==> src/rtl/colgen_pkg.sv <==
package colgen_pkg;

    typedef enum logic {
        ORD_SEQ = 1'b0,
        ORD_ILV = 1'b1
    } ord_e;

    typedef struct packed {
        logic       en;
        logic       active;
        logic       full;
        ord_e       ord;
        logic [8:0] mask;
        logic [8:0] base;
        logic [8:0] cnt;
    } colgen_st_t;

endpackage

==> src/rtl/colgen_len_decode.sv <==
module colgen_len_decode #(
    parameter int COL_W   = 9,
    parameter int MAX_LOG = 3
) (
    input  logic [2:0]       len_sel,
    output logic [COL_W-1:0] mask,
    output logic             full
);
    logic [COL_W-1:0] short_mask;

    assign full = len_sel[2];

    generate
        for (genvar i = 0; i < COL_W; i++) begin : g_bit
            if (i < MAX_LOG) begin : g_low
                assign short_mask[i] = (32'(len_sel[1:0]) > i);
            end else begin : g_high
                assign short_mask[i] = 1'b0;
            end
        end
    endgenerate

    assign mask = full ? {COL_W{1'b1}} : short_mask;
endmodule

==> src/rtl/colgen_col_calc.sv <==
module colgen_col_calc #(
    parameter int COL_W = 9
) (
    input  logic [COL_W-1:0] base,
    input  logic [COL_W-1:0] cnt,
    input  logic [COL_W-1:0] mask,
    input  logic             ilv,
    output logic [COL_W-1:0] col
);
    logic [COL_W-1:0] low_seq;
    logic [COL_W-1:0] low_ilv;

    assign low_seq = (base + cnt) & mask;
    assign low_ilv = (base ^ cnt) & mask;
    assign col     = (base & ~mask) | (ilv ? low_ilv : low_seq);
endmodule

==> src/rtl/sdram_burst_colgen.sv <==
module sdram_burst_colgen
    import colgen_pkg::*;
#(
    parameter int COL_W = 9
) (
    input  logic             clk,
    input  logic             rst_n,
    input  logic             cke,
    input  logic             start,
    input  logic [COL_W-1:0] start_col,
    input  logic [2:0]       len_sel,
    input  logic             order,
    input  logic             stop,
    output logic [COL_W-1:0] col,
    output logic             beat_valid,
    output logic             last_beat
);
    localparam int MAX_LOG = 3;

    colgen_st_t       st_d, st_q;
    logic [COL_W-1:0] new_mask;
    logic             new_full;
    logic             at_end;
    logic             en_q;

    colgen_len_decode #(.COL_W(COL_W), .MAX_LOG(MAX_LOG)) u_dec (
        .len_sel (len_sel),
        .mask    (new_mask),
        .full    (new_full)
    );

    colgen_col_calc #(.COL_W(COL_W)) u_calc (
        .base (st_q.base[COL_W-1:0]),
        .cnt  (st_q.cnt[COL_W-1:0]),
        .mask (st_q.mask[COL_W-1:0]),
        .ilv  (st_q.ord == ORD_ILV),
        .col  (col)
    );

    assign en_q   = st_q.en;
    assign at_end = !st_q.full && (st_q.cnt == st_q.mask);

    always_comb begin
        st_d    = st_q;
        st_d.en = cke;
        if (st_q.en) begin
            if (start) begin
                st_d.active = 1'b1;
                st_d.full   = new_full;
                st_d.ord    = (order && !new_full) ? ORD_ILV : ORD_SEQ;
                st_d.mask   = new_mask;
                st_d.base   = start_col;
                st_d.cnt    = '0;
            end else if (stop) begin
                st_d.active = 1'b0;
            end else if (st_q.active) begin
                if (at_end) begin
                    st_d.active = 1'b0;
                end else begin
                    st_d.cnt = (st_q.cnt + 1'b1) & st_q.mask;
                end
            end
        end
    end

    always_ff @(posedge clk or negedge rst_n) begin
        if (!rst_n) begin
            st_q        <= '0;
            st_q.en     <= 1'b1;
            st_q.ord    <= ORD_SEQ;
        end else begin
            st_q <= st_d;
        end
    end

    assign beat_valid = st_q.active;
    assign last_beat  = st_q.active && at_end;
endmodule

==> config.mk <==
export PLATFORM = sky130hd
export DESIGN_NAME = sdram_burst_colgen
export DESIGN_NICKNAME = d
export VERILOG_FILES = /design/src/rtl/colgen_pkg.sv /design/src/rtl/colgen_len_decode.sv /design/src/rtl/colgen_col_calc.sv /design/src/rtl/sdram_burst_colgen.sv
export SDC_FILE = /design/constraint.sdc
export NUM_CORES = 1
export LEC_CHECK = 0
export ABC_AREA = 1
export BUFFER_PORTS_ARGS = -buffer_cell sky130_fd_sc_hd__buf_2
export CAP_MARGIN = 40
export CORE_AREA = 4 4 71 73
export CTS_CLUSTER_DIAMETER = 200
export CTS_CLUSTER_SIZE = 40
export DETAILED_ROUTE_END_ITERATION = 10
export DIE_AREA = 0 0 75 77
export PLACE_DENSITY = 0.71
export RECOVER_POWER = 50
export SLEW_MARGIN = 20
export SYNTH_ARGS = -nofsm -noshare
export SYNTH_HDL_FRONTEND = slang
export SYNTH_HIERARCHICAL = 1
export SYNTH_SLANG_ARGS = --single-unit
==> constraint.sdc <==
create_clock -name clk -period 4.76 [get_ports clk]
set_clock_uncertainty 0.2 [all_clocks]
set_input_delay 0.952 -clock clk [delete_from_list [all_inputs] [get_ports clk]]
set_output_delay 0.952 -clock clk [all_outputs]
set_load 0.005 [all_outputs]
==> flow_summary.yaml <==
timing:
  grt_setup_unrepaired: "no"
  clock.fmax_ghz: 0.3100
  final_worst_path_period_share_pct: 67.77
  slew-limit-headroom_pct: -10.48
  fin_crit_ns: 3.226
  worst_slew_pin_slew_ns: 1.657
  timing.final.hold_violations: 0
  setup_viol_count_final: 0
  report.final.slew_viol_count: 32
  final_critical_path_setup_slack_ns: 1.534
  hold-worst-slack_ns: 0.3016
  final.setup.tns_ns: 0
routing:
  drt-total-wl_mm: 4.775
  initialDrtViolationCount: 83
  final_antenna_net_count: 0
  detail_route.drc_violations: 0
  route.vias.total: 1942
  drtPass1Iterations: 4
  vias_per_cell: 4.954
  route.detailed.wl_per_inst_um: 12.18
power_and_ir_drop:
  worst_ir_drop_vdd_uv: 189.4
  static-leakage-power_uw: 0.001294
  p_per_area_mw_per_mm2: 283.3
setup_path:
  worst_path_dominant_cell_family: "adder cells"
  timing.critical_path.arrival_ns: 2.07
  cp_slowest_stage_delay_ns: 0.41
  buf_inv_stages_crit_path: 4
  crit_path_top_delay_cell: "dfrtp_1"
  setup_crit_end_kind: "primary output"
  critical_path.most_common_cell: "nand2_1"
  cp_data_required_time_ns: 3.61
  setup.worst_path.start_class: "flip-flop"
  critical_path_peak_fanout: 5
  critical_path_class: "reg2out"
  worstPathCellList: "ha_1, inv_1, fa_1, inv_1, nand2_1, nand2_1, nand3b_1, o21ai_1, inv_1, nand2_1, nand3_1, nand2_1, buf_2"
synth:
  yosysUniqueCellTypes: 32
  post-synth-top-area-fraction_pct: 34.78
  avgSynthCellArea_um2: 6.809
  synth.yosys.warnings: 6
  syn_area_mm2: 0.002158
  synth_seq_area_share_pct: 36.00
  mappedNetlistNets: 346
  synth_top_area_cell: "dfrtp_1"
  seq_cells_post_synth: 31
  postSynthCellCount: 317
  synth_area_leaders: "dfrtp_1 (35%), nand2_1 (22%), inv_1 (6.1%)"
floorplanning:
  die_y_um: 77
  design.die.area_mm2: 0.005775
  initial_core_util_pct: 49.57
  core_region_area_mm2: 0.004354
  die-width_um: 75
  std_cell_rows: 24
  floorplan.io_pins: 29
placed_design:
  dpl_cell_area_mm2: 0.002276
  hpwl_mm: 3.452
  global_placer_s_final_weighted_congestion: 0.8944
  dp_worst_setup_slack_ns: 1.836
  numPortBuffers: 28
status:
  result_of_the_run: "finished with violations"
  violations: "max-capacitance violations, max-slew violations"
worst_hold_path:
  timing.hold.worst.class: "reg2reg"
cts:
  clk_pin_slew_worst_paths_ns: 0.06
  cts_buffers: 5
  root_buffer: "clkbuf_8"
  clock_path_buffers: 2
  tritoncts: "yes"
  cts.repair.resized: 0
  clock_latency_late_sink_ns: 0.28
  cts_hold_repair.buffers: 0
  cts_post_setup_buffers_inserted: 0
  cts_max_level: 2
  clock_sinks: 31
cells_and_area:
  fillCellCount: 436
  postLayoutCoreUtil_pct: 53.97
  most_common_cell_after_layout_fill_and_taps_aside: "nand2_1"
  flow.area_growth_from_synthesis_pct: 8.869
  post_route_cells_drive_above_1_share_pct: 12.94
  layout.cells.most_common_list: "nand2_1 (126), inv_1 (35), dfrtp_1 (30)"
  area_of_the_multi_input_gates_mm2: 0.001146
  regArea_um2: 777.0
  finish.instance_area_mm2: 0.002350
  num_antenna_cells: 0
  nNetsFinal: 368
global_route:
  globalRouteOverflowTotal: 0
  gr-max-usage-layer: "met2"
  grt_pass1_wl_mm: 8.597
  initial_antenna_violation_count: 0
  grt_pass1_vias: 1884
  grt_util_met2_pct: 29.62
  use_met3_pct: 4.052
  grt_util_all_layers_pct: 19.27
  global_route.usage.met1_pct: 26.67
  grt_max_degree: 32
job:
  cap_violations: 1
-- metal layers --
metal | part of all wire [%] | routed length [µm] | vias up
met4 | 1.5 | 71 | 0
met3 | 4.3 | 207 | 7
met2 | 46 | 2175 | 33
met5 | 0 | 0 | -
met1 | 49 | 2320 | 873
li1 | - | - | 1029
-- kinds of logic (layout without fill, tap and decap cells) --
logic type	Yosys count	after routing	share of synthesized area, %
simple gates	194	194	38.03
buf+inv	51	74	10.67
flops	31	31	36.00
compound gates	24	24	6.029
fa+ha+maj	11	11	6.725
xor+xnor	5	5	2.029
mux	1	1	0.5217
-- power by group --
part           internal [µW]  leakage (µW)  switching, µW
logic                   62.0      0.000860           89.0
clock network            102     0.0000422           93.4
registers                289      0.000391           29.8
total                    454       0.00129            212
-- metrics by stage --
step / total power, µW / std cells
2_1_floorplan: 423.0 / 317
3_3_place_gp: 472.4 / 384
3_5_place_dp: 476.0 / 384
4_1_cts: 676.3 / 392
5_1_grt: 714.6 / 392
6_report: 665.8 / 392
-- path summary, 6_finish.rpt --
check                      cells past startpoint     start        to  slack [ns]
max in group asynchronous                      1     rst_n  st_q[13]        2.51
min in group asynchronous                      1     rst_n  st_q[18]        0.89
max reg2reg                                    3      en_q  st_q[19]        2.23
min reg2reg                                    2  st_q[17]  st_q[17]        0.30
min                                            2  st_q[17]  st_q[17]        0.30
max                                           13   st_q[0]    col[6]        1.53
-- synthesized netlist by cell type, drive strengths merged --
master    n
clkinv    1
mux2      1
dfstp     1
nand4     2
or2       1
ha       10
nand3b    5
fa        1
nand3    23
xor2      4
nor2     33
a31oi     1
nor3      2
o21ai    10
a22o      1
o211ai    2
nand2   128
inv      37
dfrtp    30
a21oi    10
xnor2     1
buf      13
-- cell type report --
class / count / area share [%]
timing repair buffer: 28 / 5.857
inverter: 38 / 6.070
sequential: 31 / 33.07
clock buffer: 7 / 3.248
multi-input combinational: 235 / 48.78
clock inverter: 1 / 0.2130
tap: 52 / 2.769
-- tightest hold or removal path, stage by stage, from the launching register on --
cell and delay [ns]:
dfrtp_1 0.36, nand2_1 0.06, nand2_1 0.05
-- state kept, by name, summed over array words and instances, names as in the netlist --
signal	count
st_q	29
beat_valid	1
en_q	1
(Power assumes the default switching activity.)
